[src/rtl/sio_cfg_pkg.sv]
package sio_cfg_pkg;

  localparam int IDX_W   = 8;
  localparam int DATA_W  = 8;
  localparam int ENTRIES = 1 << IDX_W;

  typedef logic [IDX_W-1:0]  idx_t;
  typedef logic [DATA_W-1:0] byte_t;

  // Entries that software may never change.
  function automatic logic idx_locked(input idx_t i);
    logic lk;
    lk = (i <= 8'hDF);
    lk = lk | (i inside {8'hE4, 8'hE5, 8'hF3, 8'hF5, 8'hF7});
    lk = lk | ((i >= 8'hE9) && (i <= 8'hED));
    lk = lk | ((i >= 8'hF9) && (i <= 8'hFB));
    lk = lk | (i >= 8'hFD);
    return lk;
  endfunction

  // Entries that accept exactly one byte value.
  function automatic logic idx_pinned(input idx_t i);
    return (i == 8'hE7) || (i == 8'hE8);
  endfunction

  function automatic byte_t pin_value(input idx_t i);
    return (i == 8'hE7) ? 8'hFE : 8'hBE;
  endfunction

  function automatic byte_t reset_value(input idx_t i);
    byte_t v;
    case (i)
      8'hE0:   v = 8'h3C;
      8'hE2:   v = 8'h03;
      8'hE3:   v = 8'hFC;
      8'hE6:   v = 8'hDE;
      8'hE7:   v = 8'hFE;
      8'hE8:   v = 8'hBE;
      default: v = 8'h00;
    endcase
    return v;
  endfunction

endpackage

[src/rtl/sio_win_gate.sv]
module sio_win_gate #(
  parameter int OFF_W   = 8,
  parameter logic [OFF_W-1:0] CTRL_OFF = 8'h85
) (
  input  logic             clk,
  input  logic             rst_n,
  input  logic             brg_wr,
  input  logic [OFF_W-1:0] brg_off,
  input  logic             brg_en_lane,
  output logic             win_en
);

  logic hit;
  assign hit = brg_wr && (brg_off == CTRL_OFF);

  always_ff @(posedge clk or negedge rst_n) begin
    if (!rst_n)   win_en <= 1'b0;
    else if (hit) win_en <= brg_en_lane;
  end

endmodule

[src/rtl/sio_wr_policy.sv]
module sio_wr_policy
  import sio_cfg_pkg::*;
(
  input  idx_t  idx,
  input  byte_t data,
  output logic  accept
);

  always_comb begin
    if (idx_locked(idx))      accept = 1'b0;
    else if (idx_pinned(idx)) accept = (data == pin_value(idx));
    else                      accept = 1'b1;
  end

endmodule

[src/rtl/sio_cfg_bank.sv]
module sio_cfg_bank
  import sio_cfg_pkg::*;
(
  input  logic  clk,
  input  logic  rst_n,
  input  logic  wr_en,
  input  idx_t  wr_idx,
  input  byte_t wr_data,
  input  idx_t  rd_idx,
  output byte_t rd_data
);

  byte_t ent [ENTRIES];

  for (genvar g = 0; g < ENTRIES; g++) begin : g_ent
    localparam idx_t  GI  = idx_t'(g);
    localparam byte_t RST = reset_value(GI);
    if (idx_locked(GI)) begin : g_const
      assign ent[g] = RST;
    end else begin : g_reg
      byte_t q;
      always_ff @(posedge clk or negedge rst_n) begin
        if (!rst_n)                      q <= RST;
        else if (wr_en && wr_idx == GI)  q <= wr_data;
      end
      assign ent[g] = q;
    end
  end

  assign rd_data = ent[rd_idx];

endmodule

[src/rtl/sio_cfg_port.sv]
module sio_cfg_port
  import sio_cfg_pkg::*;
#(
  parameter int ADDR_W = 16,
  parameter logic [ADDR_W-1:0] BASE_ADDR = 16'h03F0,
  parameter int OFF_W = 8,
  parameter logic [OFF_W-1:0] CTRL_OFF = 8'h85,
  parameter logic [DATA_W-1:0] IDLE_RD = 8'hFF
) (
  input  logic              clk,
  input  logic              rst_n,
  input  logic [ADDR_W-1:0] io_addr,
  input  logic              io_wr,
  input  logic              io_rd,
  input  logic [7:0]        io_wdata,
  output logic [7:0]        io_rdata,
  input  logic              brg_wr,
  input  logic [OFF_W-1:0]  brg_off,
  input  logic              brg_en_lane
);

  localparam logic [ADDR_W-1:0] DATA_ADDR = BASE_ADDR + ADDR_W'(1);

  logic  win_en_q;
  idx_t  idx_q;
  byte_t bank_rd;
  logic  wr_ok;
  logic  hit_idx, hit_dat, hit_any;
  logic  data_we;

  assign hit_idx = (io_addr == BASE_ADDR);
  assign hit_dat = (io_addr == DATA_ADDR);
  assign hit_any = hit_idx || hit_dat;

  sio_win_gate #(.OFF_W(OFF_W), .CTRL_OFF(CTRL_OFF)) u_gate (
    .clk         (clk),
    .rst_n       (rst_n),
    .brg_wr      (brg_wr),
    .brg_off     (brg_off),
    .brg_en_lane (brg_en_lane),
    .win_en      (win_en_q)
  );

  sio_wr_policy u_policy (
    .idx    (idx_q),
    .data   (io_wdata),
    .accept (wr_ok)
  );

  assign data_we = win_en_q && io_wr && hit_dat && wr_ok;

  sio_cfg_bank u_bank (
    .clk     (clk),
    .rst_n   (rst_n),
    .wr_en   (data_we),
    .wr_idx  (idx_q),
    .wr_data (io_wdata),
    .rd_idx  (idx_q),
    .rd_data (bank_rd)
  );

  always_ff @(posedge clk or negedge rst_n) begin
    if (!rst_n)
      idx_q <= '0;
    else if (win_en_q && io_wr && hit_idx)
      idx_q <= io_wdata;
  end

  always_ff @(posedge clk or negedge rst_n) begin
    if (!rst_n)
      io_rdata <= IDLE_RD;
    else if (io_rd)
      io_rdata <= (win_en_q && hit_any) ? bank_rd : IDLE_RD;
  end

endmodule

[config.mk]
export PLATFORM = sky130hd
export DESIGN_NAME = sio_cfg_port
export DESIGN_NICKNAME = d
export VERILOG_FILES = /design/src/rtl/sio_cfg_pkg.sv /design/src/rtl/sio_win_gate.sv /design/src/rtl/sio_wr_policy.sv /design/src/rtl/sio_cfg_bank.sv /design/src/rtl/sio_cfg_port.sv
export SDC_FILE = /design/constraint.sdc
export NUM_CORES = 1
export LEC_CHECK = 0
export BUFFER_PORTS_ARGS = -buffer_cell sky130_fd_sc_hd__buf_2
export CORE_MARGIN = 1
export CORE_UTILIZATION = 45
export DETAILED_ROUTE_END_ITERATION = 8
export SYNTH_ARGS = -nofsm -noshare
export SYNTH_HDL_FRONTEND = slang
export SYNTH_SLANG_ARGS = --single-unit
export TNS_END_PERCENT = 100
[constraint.sdc]
create_clock -name clk -period 2.6 [get_ports clk]
set_input_delay 0.13 -clock clk [delete_from_list [all_inputs] [get_ports clk]]
set_output_delay 0.13 -clock clk [all_outputs]
set_load 0.01 [all_outputs]
* Word level (Yosys, flattened, before mapping)
Cells that the tools add are included.
Cells by class: bitwise operators 5, reduce and logical (&&, ||, !) cells 27, order comparisons 7, equality and inequality tests 25, multiplexer cells 7
Operators by type and width (count):
- $eq 8x8->1 const B | 22
- $bmux 8 s8 | 1
- $eq 16x10->1 const B | 2
- $ge 8x8->1 const B | 3
- $le 8x8->1 const B | 3
- $logic_and 1x1->1 | 24
- $mux 8 | 3
- $ge 9x9->1 const B | 1
- $not 8->9 | 1
- $eq 8x8->1 | 1
- $mux 7 | 1
- $reduce_bool 5->1 | 1
- $or 1x1->1 | 4
- $logic_or 1x1->1 | 2
- $mux 1 | 2
Word-level totals: output and inout port bits 8, flip-flop bits (word level) 145, word-level logic and storage cells 90, input port bits 38

* Depth between registers and ports, before layout
Gate-level depths: netlist of run 1.
word-level depth 9, mapped depth 9, gate-level depth less buffers 5

* Hierarchy
A second synthesis of run 1 with hierarchy kept.
Second synthesis, totals: cells, all modules 510, area, all modules 7053.0 um^2
Modules (own cells, without submodules):
- sio_cfg_bank | instances 1, sequential area each 3241.9 um^2, cells each 447, area each 6194.7 um^2
- sio_cfg_port | instances 1, sequential area each 410.4 um^2, cells each 42, area each 684.4 um^2
- sio_wr_policy | instances 1, sequential area each 0.0 um^2, cells each 16, area each 107.6 um^2
- sio_win_gate | instances 1, sequential area each 25.0 um^2, cells each 5, area each 66.3 um^2

* Worst setup path before layout of run 1
Ideal clock, no wire load.
path type flip-flop to flip-flop, start point reg u_gate.win_en, end point reg u_bank.g_ent[239].g_reg.q[0], period minus slack after synthesis 2.579 ns, data arrival time 2.454 ns, cell stages (with the launch flop) 7, path buffers 1, library setup time 0.125 ns, data required time 2.475 ns, slack 0.021 ns, cells stage by stage dfrtp_1 -> or4b_1 -> or4_4 -> or2_4 -> or4_1 -> buf_6 -> mux2_4
Between the ends: cells in the longest elaborated chain, start to end 4
RTL lines:
- from (decl) | RTL line sio_win_gate.sv:10 | output logic win_en
- from (signal assigned) | RTL line sio_win_gate.sv:18 | else if (hit) win_en <= brg_en_lane;
- $logic_and 1x1->1 (3 in a row) | RTL line sio_cfg_port.sv:50 | assign data_we = win_en_q && io_wr && hit_dat && wr_ok;
- $logic_and 1x1->1 | RTL line sio_cfg_bank.sv:24 | else if (wr_en && wr_idx == GI) q <= wr_data;
- to (signal assigned) | RTL line sio_cfg_bank.sv:24
- to (decl) | RTL line sio_cfg_bank.sv:21 | byte_t q;
No other way between the ends. A chain may end at the register's enable or synchronous reset.

* Final worst setup path of run 1
Ends and elaborated chain as after synthesis.

==> results.md, run 1 <==
* Largest net degree at the start of global routing at 91
* Pwr Density at 584 nW/um^2
* Synth Net Count at 563
* Final net count at 643
* Setup violators final at 0
* CP Capture Type: flop
* EDFF count, synth at 0
* Worst hold margin at 0.0769 ns
* Status: finished, final reports clean
* Pleak at 3.78 nW
* H-Tree Depth at 4
* Area occupied by multi-input gates at 3120 sq um
* Clk_lat worst skew at 0.42 ns
* Vias at 4712
* Vias per cell at 5.85
* Initial antenna violation count at 1
* Ys flop type: dfrtp_1
* Residual DRC at 0
* All-Layer GR Usage at 23.9%
* Crit-path max FO at 8
* Maxcap violations at 0
* Max Transition Viols Final at 0
* FF/Latch Area at 3680 sq um
* Hpwl dp at 12.1 mm
* Hold Fails Final Rpt at 0
* Number of global-route vias before repair at 4922
* Mean Syn Cell Area at 13.3 sq um
* Min-Delay Path Class: in2reg
* Largest area contributor in the synthesized netlist: dfrtp_1
* Top-area cell type share of the netlist area at 37.9%
* Overall power at 4.86 mW
* RSZ-0062 raised after global routing: true
* Die ar. at 16100 sq um
* Peak supply drop at 0.000453 V
* Yosys reg bits at 145
* Area Growth Syn to Fin at 19.0%
* Syn Std Cell Area at 7000 sq um
* Ant diodes at 0
* Clock Sinks at 145
* CTS tree: done
* Fin crit share at 97.5%
* Async SR Flop Fraction at 100%
* Io pins at 46
* Aggregate global routing overflow at 0
* Worst-path clk slew at 0.06 ns
* Design area at 8330 sq um
* Post-DP Area at 7700 sq um
* Initial DRC count at 347
* Die Wd at 127 um
* Kind of critical path: reg2reg
* Final min period at 2.54 ns
* Sequential area share after synthesis at 52.5%
* Layout Skew at 0.00787 ns
* Synth top area cells: dfrtp_1 38%, mux2_2 18%, dfstp_2 15%
* Slew margin rel. at 45.5%
* Initial Utilization at 46.0%
* Die Span Y at 127 um
* Layout cell share with drive strength beyond 1 at 53.4%
* Setup crit start kind: flop
* Critical path data required time at 2.91 ns
* Number of fill cells at 1310
* First-pass GRT wire length at 28.4 mm
* Core footprint at 15200 sq um
* Final RePlAce weighted congestion at 0.811
* WL/cell at 22.0 um
* DRT Pass-1 Iters at 7
* Number of I/O port buffers at 45
* Max frequency at 0.394 GHz
* Cells after synthesis at 525
* Count of different cell masters after synthesis at 64
* Rows at 45
* Cts bufs inserted at 17
* Detail Route Antenna Nets at 0
* Slew @ Worst Pin at 0.817 ns
* Syn. warnings at 0
* WP data arrival at 2.84 ns
* Setup_tns at 0 ns
* Clk root buf: clkbuf_16
* Clk buf depth at 2
* Final wirelength at 17.7 mm
## power breakdown
group	internal [mW]	switching (mW)	leakage, nW	total [mW]
Clock	1.55	0.913	0.290	2.47
Sequential	2.26	0.000275	1.88	2.26
Combinational	0.0370	0.100	1.61	0.137
## area by class of cell
cell class	instances	share of cell area, %
clock buffer	22	5.57
clock inverter	10	1.61
inverter	5	0.225
multi-input combinational	341	37.5
sequential	145	44.1
tap	188	2.82
timing repair buffer	95	8.14
## cell usage in the layout, fill, tap and decap left out, types with 3 or more instances in the layout
cell	synthesis	routed
mux2_2	115	115
dfrtp_1	106	106
buf_2	0	44
buf_4	2	42
dfstp_2	39	39
nand2_1	24	23
mux2i_1	20	20
or2_2	17	17
clkbuf_16	0	17
nor2_1	15	15
a22oi_1	10	10
a21oi_1	9	9
nor3_2	8	8
mux2_4	8	8
nor2b_1	7	7
o21ai_0	7	7
mux4_2	6	6
o211ai_1	5	5
inv_1	5	5
mux2_1	5	5
a221oi_1	5	5
o32a_1	5	5
o32ai_1	5	5
buf_12	0	5
and3_1	4	4
nor3_1	4	4
nand3_1	4	4
nand3b_1	4	4
a31oi_1	4	4
clkinv_2	0	4
nor4_1	3	3
a211oi_1	3	3
nor4_4	3	3
o2bb2ai_1	3	3
clkbuf_1	18	3
bufinv_16	0	3
## sequential cells by signal (all words and copies together) (netlist names)
signal	cells
u_bank.g_ent.g_reg.q	128
u_gate.win_en	1
io_rdata	8
idx_q	8
## cells by family (layout without fill, tap and decap cells)
family / Yosys count / in the layout / synth area share [%]
xor gates and xnor gates: 1 / 1 / 0.125
DFF: 145 / 145 / 52.5
and+or+nand+nor: 117 / 117 / 11.0
buffers and inverters: 39 / 132 / 3.16
muxes: 154 / 154 / 25.8
AOI/OAI and AO/OA: 69 / 69 / 7.42
## critical path: stages, from the launching register on
cell	delay (ns)
dfrtp_1	0.33
or4b_4	0.46
or4_4	0.44
or2_4	0.27
or4_4	0.59
mux2_4	0.33
## synth_stat cells (all sizes together) (5+ instances only)
cell / n
mux4: 6
o32ai: 5
nor3: 12
buf: 8
nor4: 7
mux2i: 20
dfstp: 39
or2: 18
a22oi: 10
inv: 5
o32a: 5
clkbuf: 18
dfrtp: 106
nor2b: 7
o21ai: 7
mux2: 128
a21oi: 10
nor2: 15
nand2: 24
a221oi: 5
o211ai: 5
## repair_timing
item,CTS,global route
pin swaps,0,2
resized for setup,3,3
endpoints found under the setup margin,8,34
endpoints found under the hold margin,78,0
buffers inserted,0,0
hold buffers,2,0
## per-layer routing
layer / GRT usage (%) / routed length [um]
met5: 0 / 11
met4: 6.79 / 263
met3: 5.31 / 897
met1: 34.0 / 8200
met2: 37.0 / 8360
## per-stage QoR
stage / utilization [%] / instances / worst slack (ns)
finish: 54.8 / 806 / 0.0641
global route: 54.8 / 806 / -0.0132
CTS: 54.8 / 807 / 0.00890
detailed placement: 50.7 / 773 / -0.0491
floorplan: - / 525 / 0.0212
global placement: 50.7 / 773 / -0.0385
## path summary, 6_finish.rpt
path,cells past startpoint,end,slack (ns),from
worst max-delay path,5,u_bank.g_ent[239].g_reg.q[0]$_DFFE_PN0P_,0.06,u_gate.win_en$_DFFE_PN0P_
worst min-delay path,3,u_gate.win_en$_DFFE_PN0P_,0.08,brg_off[1]
worst max register to register,5,u_bank.g_ent[239].g_reg.q[0]$_DFFE_PN0P_,0.06,u_gate.win_en$_DFFE_PN0P_
worst min register to register,1,u_bank.g_ent[238].g_reg.q[1]$_DFFE_PN0P_,0.49,u_bank.g_ent[238].g_reg.q[1]$_DFFE_PN0P_
max in group asynchronous,3,u_bank.g_ent[224].g_reg.q[3]$_DFFE_PN1P_,1.43,rst_n
min in group asynchronous,2,u_bank.g_ent[239].g_reg.q[7]$_DFFE_PN0P_,0.34,rst_n
Note: power is estimated with default switching activity, not from simulation.
==> run 2, diff against run 1 <==
- CORE_UTILIZATION: 45 -> 40
==> run 2 against run 1 <==
  * Largest cell class unchanged
  * Highest routed layer is now met4
  * Utilization is 6.3 points lower
  * Sequential power barely moved
  * Cell count is 5.0% higher
  * Non-clock buffer count is 3 higher
  * Clock power is 7% lower
  * Global-route usage fell by 2.6 points
  * Sequential cell count stayed put
  * Count of clock-buffer cells in the layout fell by 4
==> results.md, run 2 (synthesized netlist as in run 1, its figures left out) <==
* Min-Delay Path Class: in2reg
* Fin crit share at 97.7%
* Crit-path max FO at 8
* Final min period at 2.54 ns
* Peak supply drop at 0.000423 V
* Detail Route Antenna Nets at 0
* Final RePlAce weighted congestion at 0.862
* All-Layer GR Usage at 21.3%
* WL/cell at 21.0 um
* Die ar. at 18000 sq um
* Critical path data required time at 2.91 ns
* Slew margin rel. at 66.4%
* RSZ-0062 raised after global routing: true
* Cts bufs inserted at 17
* Worst r2r path cells at 5
* Layout Skew at 0.00923 ns
* Io pins at 46
* Final wirelength at 17.7 mm
* Slew @ Worst Pin at 0.504 ns
* Clk_lat worst skew at 0.43 ns
* Final net count at 646
* Core footprint at 17200 sq um
* DRT Pass-1 Iters at 5
* Number of I/O port buffers at 45
* Largest regs: u_bank.g_ent.g_reg.q x128, idx_q x8, io_rdata x8
* Register name with the most flops: u_bank.g_ent.g_reg.q
* Most frequent cells in the layout: 115 x mux2_2, 106 x dfrtp_1, 48 x buf_4
* Final non-filler cell total at 846
* Aggregate global routing overflow at 0
* R2R Path Start: u_gate.win_en$_DFFE_PN0P_
* H-Tree Depth at 4
* Initial Utilization at 40.8%
* Largest register FFs at 128
* Setup crit start kind: flop
* Internal reg-to-reg setup slack at 0.06 ns
* Worst-path clk slew at 0.06 ns
* Rows at 48
* First-pass GRT wire length at 28.5 mm
* Post-DP Area at 7740 sq um
* Worst hold margin at 0.0727 ns
* Kind of critical path: reg2reg
* Ant diodes at 0
* Clock Sinks at 145
* CTS tree: done
* Number of global-route vias before repair at 4957
* WP data arrival at 2.85 ns
* Worst setup endpoint: u_bank.g_ent[239].g_reg.q[2]$_DFFE_PN0P_
* Vias per cell at 5.56
* Hpwl dp at 12.5 mm
* Initial antenna violation count at 0
* Setup_tns at 0 ns
* Design area at 8330 sq um
* Overall power at 4.69 mW
* Max frequency at 0.394 GHz
* Maxcap violations at 0
* Die Wd at 134 um
* Crit path from: u_gate.win_en$_DFFE_PN0P_
* Reg-to-Reg End: u_bank.g_ent[239].g_reg.q[2]$_DFFE_PN0P_
* Hold Fails Final Rpt at 0
* Area Growth Syn to Fin at 19.0%
* Clk buf depth at 2
* Status: finished, final reports clean
* Largest net degree at the start of global routing at 68
* Initial DRC count at 304
* Number of cells after detailed placement at 813
* Pleak at 3.76 nW
* Pwr Density at 563 nW/um^2
* Die Span Y at 134 um
* Vias at 4706
* Max Transition Viols Final at 0
* Setup violators final at 0
* Layout cell share with drive strength beyond 1 at 53.9%
* CP Capture Type: flop
* Residual DRC at 0
* Commonest non-fill, non-tap cell in the layout: mux2_2
* Clk root buf: clkbuf_16
==> run 2: changes by cell type in the layout (fill, tap and decap cells not counted), sizes merged <==
| cell | before | now |
|---|---|---|
| inv | 5 | 8 |
| buf | 93 | 96 |
| bufinv | 3 | 1 |
| clkbuf | 22 | 18 |
| clkinvlp | 2 | 4 |
| clkinv | 5 | 6 |
==> run 2: where the power goes <==
group          leakage [nW]  switching, mW  internal (mW)  total [mW]
clock                 0.263          0.968           1.32        2.29
combinational          1.62          0.102         0.0401       0.142
sequential             1.88       0.000243           2.26        2.26
==> run 2: worst max-delay path, cell delays in order (launching register included) <==
cell     delay, ns
dfrtp_1       0.33
or4b_4        0.46
or4_4         0.44
or2_4         0.26
or4_4         0.59
mux2_4        0.34
==> run 2: what timing repair did <==
item	CTS	global route
pin swaps	1	1
gates resized for setup	5	2
hold buffers	2	0
endpoints found under the setup margin	16	56
buffers inserted	0	0
endpoints found under the hold margin	29	0
==> run 2: layout make-up <==
cell class | instances | area [sq um]
fillers | 1541 | 8840
flip-flops and latches | 145 | 3680
multi-input cells | 341 | 3120
repair buffers | 98 | 672
clock buffers | 18 | 429
well taps | 225 | 282
clock inverters | 14 | 131
inverters | 5 | 18.8
==> run 2: how the worst min path moves through the flow <==
stage	cells after the start	from	slack, ns	end
after floorplan	0	rst_n	-0.17	idx_q[0]$_DFFE_PN0P_
after global placement	1	rst_n	0.11	u_bank.g_ent[231].g_reg.q[0]$_DFFE_PN0P_
after detailed placement	1	rst_n	0.11	u_bank.g_ent[231].g_reg.q[0]$_DFFE_PN0P_
after CTS	3	io_rd	0.06	io_rdata[6]$_DFFE_PN1P_
after global routing	3	brg_off[1]	0.07	u_gate.win_en$_DFFE_PN0P_
final	3	io_rd	0.07	io_rdata[6]$_DFFE_PN1P_
==> run 2: metal layers <==
| metal | global-route usage, % | part of all wire [%] |
|---|---|---|
| met4 | 8.49 | 2.2 |
| met2 | 33.3 | 46 |
| met3 | 3.48 | 4.7 |
| met5 | 0 | 0 |
| met1 | 29.7 | 47 |
==> run 2: stage by stage <==
step / setup slack (ns) / util (%)
after CTS: 0.00349 / 48.6
after global placement: -0.0475 / 45.1
after detailed placement: -0.0726 / 45.1
after floorplan: 0.0212 / -
final: 0.0599 / 48.5
after global routing: -0.000362 / 48.5
